$ cat src/rtl/burst_chk_pkg.sv
package burst_chk_pkg;

  typedef enum logic [1:0] {
    ST_IDLE  = 2'd0,
    ST_BURST = 2'd1,
    ST_TRAIN = 2'd2
  } trkState_t;

  localparam logic [1:0] END_NONE  = 2'b00;
  localparam logic [1:0] END_ABORT = 2'b01;
  localparam logic [1:0] END_TWO   = 2'b10;
  localparam logic [1:0] END_ONE   = 2'b11;

  localparam logic [15:0] TRAIN_WORD = 16'h0FFF;

  // Strobes from control to datapath, valid for the current accepted word.
  typedef struct packed {
    logic wordTick;   // any accepted word
    logic dataWord;   // data word counted in an open burst
    logic openBurst;  // payload control word starts a new burst
    logic sopEvt;     // payload control word with start bit
    logic closeChk;   // burst closed with no end: length check
    logic padChk;     // burst closed with single valid byte: pad check
    logic abortEvt;
    logic protoErr;
    logic badStart;
    logic addrErr;
    logic rsvdEvt;
  } ctlStrobe_t;

endpackage

$ cat src/rtl/burst_chk_ctrl.sv
module burst_chk_ctrl
  import burst_chk_pkg::*;
#(
  parameter int MAX_PORT = 63
) (
  input  logic        clk,
  input  logic        rst_n,
  input  logic        wordValid,
  input  logic        wordCtrl,
  input  logic [15:0] wordData,
  output ctlStrobe_t  strb
);

  localparam logic [7:0] MAX_ADDR = 8'(MAX_PORT);

  trkState_t state, stateNxt;

  logic       isCtl;
  logic       fPayload;
  logic [1:0] fEnd;
  logic       fSop;
  logic [7:0] fAddr;
  logic       isTrain, isIdle, isPay, isRsvd;
  logic       inBurst, closing;

  always_comb begin
    isCtl    = wordValid & wordCtrl;
    fPayload = wordData[15];
    fEnd     = wordData[14:13];
    fSop     = wordData[12];
    fAddr    = wordData[11:4];
    isTrain  = isCtl & (wordData == TRAIN_WORD);
    isIdle   = isCtl & ~fPayload & ~fSop & (fAddr == 8'h00);
    isPay    = isCtl & fPayload;
    isRsvd   = isCtl & ~fPayload & ~isTrain & ~isIdle;
    inBurst  = (state == ST_BURST);
    closing  = (isIdle | isPay) & inBurst;
  end

  always_comb begin
    strb.wordTick  = wordValid;
    strb.dataWord  = wordValid & ~wordCtrl & inBurst;
    strb.badStart  = wordValid & ~wordCtrl & (state == ST_IDLE);
    strb.openBurst = isPay;
    strb.sopEvt    = isPay & fSop;
    strb.addrErr   = isPay & (fAddr > MAX_ADDR);
    strb.closeChk  = closing & (fEnd == END_NONE);
    strb.padChk    = closing & (fEnd == END_ONE);
    strb.abortEvt  = closing & (fEnd == END_ABORT);
    strb.protoErr  = ((isIdle | isPay) & ~inBurst & (fEnd != END_NONE))
                   | (isTrain & inBurst);
    strb.rsvdEvt   = isRsvd;
  end

  always_comb begin
    stateNxt = state;
    if (isPay)        stateNxt = ST_BURST;
    else if (isIdle)  stateNxt = ST_IDLE;
    else if (isTrain) stateNxt = ST_TRAIN;
  end

  always_ff @(posedge clk) begin
    if (!rst_n) state <= ST_IDLE;
    else        state <= stateNxt;
  end

endmodule

$ cat src/rtl/burst_chk_dp.sv
module burst_chk_dp
  import burst_chk_pkg::*;
#(
  parameter int MIN_SOP_GAP = 8,
  parameter int BURST_WORDS = 8
) (
  input  logic       clk,
  input  logic       rst_n,
  input  ctlStrobe_t strb,
  input  logic [7:0] dataLow,
  output logic       errSopGap,
  output logic       errBurstLen,
  output logic       errBurstStart,
  output logic       errPadByte,
  output logic       statAbort,
  output logic       statReserved,
  output logic       errAddr,
  output logic       errProtocol
);

  localparam int MOD_W = (BURST_WORDS > 1) ? $clog2(BURST_WORDS) : 1;
  localparam int GAP_W = $clog2(MIN_SOP_GAP + 1);
  localparam logic [GAP_W-1:0] GAP_LIM = GAP_W'(MIN_SOP_GAP);
  localparam logic [MOD_W-1:0] MOD_TOP = MOD_W'(BURST_WORDS - 1);
  localparam bit   POW2 = (BURST_WORDS & (BURST_WORDS - 1)) == 0;

  logic [MOD_W-1:0] wordMod, wordModInc;
  logic             haveData;
  logic [7:0]       lastLow;
  logic [GAP_W-1:0] sopGap;
  logic             sopSeen;

  // Burst length is kept only modulo the granularity.
  generate
    if (POW2 && BURST_WORDS > 1) begin : g_modPow2
      assign wordModInc = wordMod + MOD_W'(1);
    end else begin : g_modWrap
      assign wordModInc = (wordMod == MOD_TOP) ? '0 : wordMod + MOD_W'(1);
    end
  endgenerate

  always_ff @(posedge clk) begin
    if (!rst_n) begin
      wordMod  <= '0;
      haveData <= 1'b0;
      lastLow  <= '0;
    end else if (strb.openBurst) begin
      wordMod  <= '0;
      haveData <= 1'b0;
    end else if (strb.dataWord) begin
      wordMod  <= wordModInc;
      haveData <= 1'b1;
      lastLow  <= dataLow;
    end
  end

  always_ff @(posedge clk) begin
    if (!rst_n) begin
      sopGap  <= '0;
      sopSeen <= 1'b0;
    end else if (strb.sopEvt) begin
      sopGap  <= GAP_W'(1);
      sopSeen <= 1'b1;
    end else if (strb.wordTick && sopGap < GAP_LIM) begin
      sopGap  <= sopGap + GAP_W'(1);
    end
  end

  always_ff @(posedge clk) begin
    if (!rst_n) begin
      errSopGap     <= 1'b0;
      errBurstLen   <= 1'b0;
      errBurstStart <= 1'b0;
      errPadByte    <= 1'b0;
      statAbort     <= 1'b0;
      statReserved  <= 1'b0;
      errAddr       <= 1'b0;
      errProtocol   <= 1'b0;
    end else begin
      errSopGap     <= strb.sopEvt & sopSeen & (sopGap < GAP_LIM);
      errBurstLen   <= strb.closeChk & (wordMod != '0);
      errBurstStart <= strb.badStart;
      errPadByte    <= strb.padChk & haveData & (lastLow != 8'h00);
      statAbort     <= strb.abortEvt;
      statReserved  <= strb.rsvdEvt;
      errAddr       <= strb.addrErr;
      errProtocol   <= strb.protoErr;
    end
  end

endmodule

$ cat src/rtl/burst_chk_top.sv
module burst_chk_top
  import burst_chk_pkg::*;
#(
  parameter int MAX_PORT    = 63,
  parameter int MIN_SOP_GAP = 8,
  parameter int BURST_WORDS = 8
) (
  input  logic        clk,
  input  logic        rst_n,
  input  logic        wordValid,
  input  logic        wordCtrl,
  input  logic [15:0] wordData,
  output logic        errSopGap,
  output logic        errBurstLen,
  output logic        errBurstStart,
  output logic        errPadByte,
  output logic        statAbort,
  output logic        statReserved,
  output logic        errAddr,
  output logic        errProtocol
);

  ctlStrobe_t strb;

  burst_chk_ctrl #(.MAX_PORT(MAX_PORT)) u_ctrl (
    .clk       (clk),
    .rst_n     (rst_n),
    .wordValid (wordValid),
    .wordCtrl  (wordCtrl),
    .wordData  (wordData),
    .strb      (strb)
  );

  burst_chk_dp #(
    .MIN_SOP_GAP (MIN_SOP_GAP),
    .BURST_WORDS (BURST_WORDS)
  ) u_dp (
    .clk           (clk),
    .rst_n         (rst_n),
    .strb          (strb),
    .dataLow       (wordData[7:0]),
    .errSopGap     (errSopGap),
    .errBurstLen   (errBurstLen),
    .errBurstStart (errBurstStart),
    .errPadByte    (errPadByte),
    .statAbort     (statAbort),
    .statReserved  (statReserved),
    .errAddr       (errAddr),
    .errProtocol   (errProtocol)
  );

endmodule

$ cat config.mk
export PLATFORM = sky130hd
export DESIGN_NAME = burst_chk_top
export DESIGN_NICKNAME = d
export VERILOG_FILES = /design/src/rtl/burst_chk_pkg.sv /design/src/rtl/burst_chk_ctrl.sv /design/src/rtl/burst_chk_dp.sv /design/src/rtl/burst_chk_top.sv
export SDC_FILE = /design/constraint.sdc
export NUM_CORES = 1
export LEC_CHECK = 0
export ABC_AREA = 0
export ABC_CLOCK_PERIOD_IN_PS = 1900
export BUFFER_PORTS_ARGS = -buffer_cell sky130_fd_sc_hd__buf_2
export CAP_MARGIN = 25
export CORE_MARGIN = 3
export CORE_UTILIZATION = 52
export DETAILED_ROUTE_END_ITERATION = 10
export PLACE_DENSITY_LB_ADDON = 0.12
export SYNTH_ARGS = -nofsm -noshare
export SYNTH_HDL_FRONTEND = slang
export SYNTH_HIERARCHICAL = 1
export SYNTH_SLANG_ARGS = --single-unit
$ cat constraint.sdc
create_clock -name clk -period 1.9 [get_ports clk]
set_input_delay 0.095 -clock clk [delete_from_list [all_inputs] [get_ports clk]]
set_output_delay 0.095 -clock clk [all_outputs]
set_load 0.02 [all_outputs]
# Word-level counts from Yosys, hierarchy flattened
# Cells that the tools add are included.
# Widths: inputs -> output; s select.
[totals]
ff_bits = 27
out_inout_bits = 8
input_bits = 20
elab_cells = 77
[op_classes]
addsub = 2
muxes = 5
n_reduce_logical = 13
n_lt_le_gt_ge = 2
n_eq_ne = 4
bitwise = 35
[ops]
columns = ["op", "count"]
rows = [
  ["$and 1x1->1", 25],
  ["$eq 16x12->1 const B", 1],
  ["$gt 8x6->1 const B", 1],
  ["$logic_not 8->1", 1],
  ["$not 1->1", 8],
  ["$reduce_bool 8->1", 1],
  ["$reduce_bool 3->1", 2],
  ["$mux 1", 5],
  ["$add 4x1->4 const B", 1],
  ["$eq 2x1->1 const B", 2],
  ["$logic_not 2->1", 2],
  ["$lt 4x4->1 const B", 1],
  ["$reduce_bool 2->1", 2],
  ["$reduce_or 2->1", 2],
  ["$add 3x1->3 const B", 1],
  ["$reduce_or 3->1", 1],
  ["$eq 2x2->1 const B", 1],
  ["$or 1x1->1", 2],
  ["$reduce_and 2->1", 1],
  ["$logic_and 1x1->1", 1],
]

# Longest topological paths before layout
# Gate-level depths: netlist of run 1.
[logic_depth]
ltp_word = 9
ltp_mapped = 7
ltp_nobuf = 6

# By module
# The synthesis of run 1 kept the hierarchy.
[by_module_without_submodules]
columns = ["mod", "seq_area_each_um2", "area_per_inst_um2", "cells_per_inst", "n_inst"]
rows = [
  ["burst_chk_dp", 500.5, 917.1, 85, 1],
  ["burst_chk_ctrl", 40.0, 311.5, 37, 1],
]

# Worst setup path after synthesis of run 1
# No wires, ideal clock.
[synth_path]
path_type = "register -> register"
from = "register u_ctrl.state[1]"
to = "register u_dp.lastLow[0]"
path_stages_with_launch = 7
arrival_ns = 1.321
synth_period_minus_slack_ns = 1.437
slack_ns = 0.463
cell_sequence = "dfxtp_1 -> nand2b_1 -> nor2_1 -> and2b_1 -> buf_6 -> mux2i_1 -> nor2b_1"
[synth_lines]
columns = ["item", "line_no", "source"]
rows = [
  ["start: declaration", "burst_chk_ctrl.sv:16", "trkState_t state, stateNxt;"],
  ["start signal: assignment", "burst_chk_ctrl.sv:64", "else state <= stateNxt;"],
  ["end signal: assignment", "burst_chk_dp.sv:53", "lastLow <= dataLow;"],
  ["end: declaration", "burst_chk_dp.sv:29", "logic [7:0] lastLow;"],
]

==> flow_metrics.py, run 1 <==
metrics = {
    "outcome": {
        "outcome": "finished, final reports clean",
    },
    "synth": {
        "ys_seq_area_frac": 0.4399,
        "synthFlopType": "dfxtp_1",
        "synth_xor_area_frac": 0.02851,
        "synth_adder_area_share": 0.03055,
        "netlist_area_um2": 1229,
        "ys_warn_count": 6,
        "synthCells": 122,
        "synth_edf_count": 0,
        "syn_avg_cell_area_um2": 10.07,
        "synth_compound_area_frac": 0.07434,
        "syn_nets": 145,
        "synthMuxAreaShare": 0.08147,
        "async_flop_share": 0,
        "yosys_register_bits": 27,
        "synth_top_family_by_area": "simple AND/OR/NAND/NOR gates",
        "synth_simple_gate_area_frac": 0.2984,
        "yosysUniqueCellTypes": 35,
    },
    "power_and_ir_drop": {
        "leakagePower_nw": 0.5625,
        "peakVddDrop_v": 0.0005515,
        "p_per_area_nw_per_um2": 670.4,
    },
    "setup_path": {
        "endpoint_kind": "flip-flop",
        "required_ns": 2.13,
        "max_stage_delay_ns": 0.43,
        "cpMaxStageDelayCell": "and2b_1",
        "crit_start": "u_ctrl/state[1]",
        "worst_setup_path_start_kind": "flip-flop",
        "path_max_fanout": 8,
        "worst-setup-path-type": "flip-flop to flip-flop",
        "crit_buf_inv": 0,
        "arrival_ns": 1.83,
        "reg2reg_from": "u_ctrl/state[1]",
        "cpLargestDelayFamily": "simple AND/OR/NAND/NOR gates",
        "crit_chain": "nand2b_1 -> nor2_1 -> and2b_1 -> mux2i_1 -> nor2b_1",
    },
    "sta": {
        "fin_crit_sh": 0.8427,
        "setup_tns_ns": 0,
        "rsz0062_at_grt": "no",
        "max_freq_mhz": 624.5,
        "drv_slew": 0,
        "fin_skew_ns": 0.008832,
        "hold_viol": 0,
        "fin_ws_ns": 0.2988,
        "worst_slew_pin_slew_ns": 0.4509,
        "relSlewSlack": 0.6994,
        "holdWs_ns": 0.04439,
        "finalSetupViolCount": 0,
        "fin_crit_ns": 1.601,
    },
    "cts": {
        "cts_sinks": 27,
        "root_buffer": "clkbuf_4",
        "cts_resized": 0,
        "hold_buffers": 0,
        "cts_buffers": 3,
        "h-tree-depth": 1,
        "clkLatencyLatePin_ns": 0.31,
        "path_clk_slew_ns": 0.15,
        "cts_setup_buffers": 0,
        "tritoncts": "yes",
        "clock_path_buffers": 2,
    },
    "worst_hold_path": {
        "hp-class": "input port to flip-flop",
        "min_from": "wordData[1]",
    },
    "grt": {
        "grt_max_degree": 24,
        "use_met3": 0.02725,
        "grt_pass1_vias": 890,
        "track_usage": 0.1753,
        "grt_pass1_wl_um": 3898,
        "grtUsageMet2": 0.2913,
        "antenna_found_initial": 0,
        "grt-busiest-layer": "met2",
        "grt-ovfl-total": 0,
        "grt.met1_usage": 0.2321,
    },
    "final_layout": {
        "multi_input_area_um2": 630.6,
        "drive_gt1_frac": 0.2585,
        "syn_to_final_growth_pct": 12.83,
        "fin_cells": 174,
        "fillCellCount": 185,
        "n_antenna_cell": 0,
        "seqCellArea_um2": 540.5,
        "final_cell_mix": "buf_2 (27), dfxtp_1 (27), nor2_1 (10), mux2i_1 (10), nor2b_1 (9)",
        "nNetsFinal": 171,
    },
    "place": {
        "pre_cts_ws_ns": 0.3465,
        "place.gp.congestion": 0.7612,
        "port_buffers": 27,
        "place_inst": 170,
        "dp_hpwl_um": 1727,
    },
    "drt": {
        "firstDrtPassIters": 6,
        "drc": 0,
        "vias": 914,
        "drt-initial-drc-count": 18,
        "ant_nets": 0,
        "wl_per_cell_um": 12.76,
        "wl_um": 2221,
        "viasPerCell": 5.253,
    },
    "floorplan": {
        "initial_core_util": 0.5845,
        "die-height_um": 54.61,
        "die-area_um2": 2982,
        "die_w_um": 54.61,
        "rows": 16,
        "ios": 28,
        "core_area_um2": 2102,
    },
    "flow_run": {
        "maxCapViolCount": 0,
    },
}
synth_stat cells (2+ instances only):
master | number | share of area
a21oi_1 | 2 | 0.0081
and2_1 | 6 | 0.031
and3_1 | 2 | 0.010
buf_4 | 3 | 0.018
clkbuf_1 | 2 | 0.0061
dfxtp_1 | 27 | 0.44
ha_1 | 3 | 0.031
inv_1 | 3 | 0.0092
mux2i_1 | 10 | 0.081
nand2_1 | 6 | 0.018
nand2b_1 | 4 | 0.020
nand3_1 | 2 | 0.0081
nand4_1 | 3 | 0.015
nor2_1 | 10 | 0.031
nor2b_1 | 9 | 0.046
nor3_1 | 3 | 0.012
nor4_1 | 4 | 0.020
nor4_4 | 2 | 0.035
o21a_1 | 3 | 0.018
xnor2_1 | 2 | 0.014
xor2_1 | 2 | 0.014
path summary, 6_finish.rpt:
kind,end,slack (ns),depth (start not counted)
worst max-delay path,u_dp/lastLow[4],0.30,5
worst min-delay path,u_dp/lastLow[1],0.04,3
worst max register to register,u_dp/lastLow[4],0.30,5
worst min register to register,u_dp/errPadByte,0.47,2
flip-flops by register name (all words and copies together) (netlist names):
signal              flops
u_dp/errBurstLen        1
u_dp/errSopGap          1
u_dp/errAddr            1
u_dp/sopGap             4
u_dp/wordMod            3
u_dp/lastLow            8
u_dp/sopSeen            1
u_dp/haveData           1
u_ctrl/state            2
u_dp/errProtocol        1
u_dp/errBurstStart      1
u_dp/statAbort          1
u_dp/errPadByte         1
u_dp/statReserved       1
through the flow:
step	power (mW)	area [µm²]	util
final	0.9294	1386	0.6595
after global routing	0.9751	1386	0.6595
after CTS	0.9422	1386	0.6595
after detailed placement	0.7004	1359	0.6464
after global placement	0.6966	1359	0.6464
after floorplan	0.6563	1229	-
power by group:
| part | total, mW | leakage (nW) | switching [mW] | internal [mW] |
|---|---|---|---|---|
| Sequential | 0.586 | 0.219 | 0.00759 | 0.579 |
| Combinational | 0.102 | 0.326 | 0.0577 | 0.0439 |
| Clock | 0.241 | 0.0177 | 0.163 | 0.0786 |
| Total | 0.929 | 0.562 | 0.228 | 0.701 |
kinds of logic after synthesis:
kind of cell,after synthesis
AND/OR/NAND/NOR,57
flip-flops,27
AO/OA/AOI/OAI,11
buffers and inverters,10
multiplexers,10
XOR/XNOR,4
adder cells (fa/ha/maj),3
area by class of cell:
| type | count | share of cell area |
|---|---|---|
| clock buffer | 3 | 0.01625 |
| clock inverter | 1 | 0.003610 |
| inverter | 3 | 0.008123 |
| multi-input combinational | 85 | 0.4549 |
| sequential | 27 | 0.3899 |
| tap | 27 | 0.02437 |
| timing repair buffer | 28 | 0.1029 |
layer usage:
layer | vias to the layer above | wire length (µm)
met4 | 0 | 0
met3 | 0 | 107
met5 | - | 0
li1 | 473 | -
met1 | 416 | 1041
met2 | 25 | 1072
worst min-delay path: cells and delay by family:
family	cells	cell delay [ns]
buffers and inverters	1	0.09
AND/OR/NAND/NOR	1	0.09
multiplexers	1	0.06
Power figures use the tool's default switching activity.
==> run 2, diff against run 1 <==
- ABC_CLOCK_PERIOD_IN_PS: 1900 -> 1600
- clock period: 1.9 -> 1.6 ns (I/O delays scaled with it)
==> flow_metrics.py, run 2 (synthesized netlist as in run 1, its figures left out) <==
metrics = {
    "outcome": {
        "outcome": "finished, final reports clean",
    },
    "cts": {
        "cts_resized": 0,
        "cts_buffers": 3,
        "hold_buffers": 0,
        "cts_setup_buffers": 0,
        "clock_path_buffers": 2,
        "root_buffer": "clkbuf_4",
        "cts_sinks": 27,
        "tritoncts": "yes",
        "h-tree-depth": 1,
        "path_clk_slew_ns": 0.15,
        "clkLatencyLatePin_ns": 0.33,
    },
    "final_layout": {
        "n_antenna_cell": 0,
        "multi_input_area_um2": 630.6,
        "syn_to_final_growth_pct": 13.65,
        "nNetsFinal": 172,
        "final_cell_mix": "buf_2 (27), dfxtp_1 (27), nor2_1 (10), mux2i_1 (10), nor2b_1 (9)",
        "top_register": "u_dp/lastLow",
        "fillCellCount": 175,
        "final_area_um2": 1396,
        "largest_register_ffs": 8,
        "reg.largest.list": "u_dp/lastLow: 8 flops, u_dp/sopGap: 4 flops, u_dp/wordMod: 3 flops",
        "seqCellArea_um2": 540.5,
        "drive_gt1_frac": 0.2635,
    },
    "floorplan": {
        "die-height_um": 54.61,
        "rows": 16,
        "die-area_um2": 2982,
        "die_w_um": 54.61,
        "ios": 28,
        "initial_core_util": 0.5845,
        "core_area_um2": 2102,
    },
    "drt": {
        "vias": 925,
        "ant_nets": 0,
        "wl_per_cell_um": 13.14,
        "drt-initial-drc-count": 21,
        "viasPerCell": 5.286,
        "wl_um": 2300,
        "firstDrtPassIters": 4,
        "drc": 0,
    },
    "grt": {
        "grt_pass1_wl_um": 4160,
        "grt-ovfl-total": 0,
        "track_usage": 0.1940,
        "antenna_found_initial": 0,
        "grt_pass1_vias": 951,
        "grt_max_degree": 24,
    },
    "setup_path": {
        "arrival_ns": 1.69,
        "required_ns": 1.83,
        "worst-setup-path-type": "flip-flop to flip-flop",
        "path_max_fanout": 8,
        "crit_chain": "nand2b_1 -> nor2_1 -> and2b_1 -> mux2i_1 -> nor2b_1",
        "cpMaxStageDelayCell": "and2b_1",
        "worst_setup_path_start_kind": "flip-flop",
        "endpoint_kind": "flip-flop",
        "max_stage_delay_ns": 0.41,
    },
    "power_and_ir_drop": {
        "internal-power_mw": 0.8370,
        "p_per_area_nw_per_um2": 801.6,
        "leakagePower_nw": 0.5630,
        "pwr-share-comb": 0.110,
        "clkPwrFrac": 0.267,
        "peakVddDrop_v": 0.0006977,
        "swShare": 0.2523,
        "p_sw_mw": 0.2824,
        "power_frac_seq": 0.623,
    },
    "sta": {
        "fin_crit_ns": 1.464,
        "fin_skew_ns": 0.007294,
        "drv_slew": 0,
        "max_freq_mhz": 683.1,
        "fin_crit_sh": 0.9149,
        "worst_slew_pin_slew_ns": 0.4336,
        "setup_tns_ns": 0,
        "rsz0062_at_grt": "no",
        "finalSetupViolCount": 0,
        "hold_viol": 0,
        "relSlewSlack": 0.7109,
    },
    "worst_hold_path": {
        "hp-class": "input port to flip-flop",
    },
    "place": {
        "port_buffers": 27,
        "place.gp.congestion": 0.7374,
        "dp_hpwl_um": 1803,
        "placed_area_um2": 1366,
    },
    "flow_run": {
        "maxCapViolCount": 0,
    },
}
run 2: stage by stage:
stage / hold WS, ns / total power, mW / std cells / setup slack, ns / utilization
floorplan: 0.1885 / 0.7793 / 122 / 0.1632 / -
detailed placement: 0.3691 / 0.8351 / 171 / 0.1877 / 0.6500
CTS: 0.02236 / 1.132 / 175 / 0.1456 / 0.6643
global route: 0.02745 / 1.182 / 175 / 0.008635 / 0.6643
global placement: 0.3575 / 0.8294 / 171 / 0.2198 / 0.6500
finish: 0.03360 / 1.119 / 175 / 0.1361 / 0.6643
run 2: worst max-delay path: cells and delay by family, from the launching register on:
kind / cells / cell delay [ns]
flops: 1 / 0.35
simple gates: 4 / 0.77
mux: 1 / 0.24
run 2: layout make-up:
type                       count  area share
clock buffer                   3     0.01613
sequential                    27      0.3871
multi-input combinational     85      0.4516
timing repair buffer          29      0.1075
clock inverter                 1    0.005376
tap                           27     0.02419
inverter                       3    0.008065
run 2: path summary, 6_finish.rpt:
check             startpoint               end  slack, ns  cells past startpoint
max          u_ctrl/state[1]   u_dp/lastLow[1]       0.14                      5
min              wordData[0]   u_dp/lastLow[0]       0.03                      3
max reg2reg  u_ctrl/state[1]   u_dp/lastLow[1]       0.14                      5
min reg2reg  u_dp/wordMod[2]  u_dp/errBurstLen       0.48                      2
run 2: power groups by stage:
stage | Sequential [mW] | Combinational, mW | Clock (mW)
after floorplan | 0.713 | 0.0663 | 0
after global routing | 0.700 | 0.139 | 0.343
final | 0.697 | 0.124 | 0.299
after CTS | 0.697 | 0.124 | 0.311
after detailed placement | 0.712 | 0.123 | 0
after global placement | 0.710 | 0.119 | 0
run 2: routing by layer:
layer  vias up  share of wire  GRT usage
met4         0          0.012    0.07469
met3         4          0.043    0.03542
met2        23           0.47     0.3228
met1       422           0.47     0.2454
met5         -              0          0
li1        476              -          -
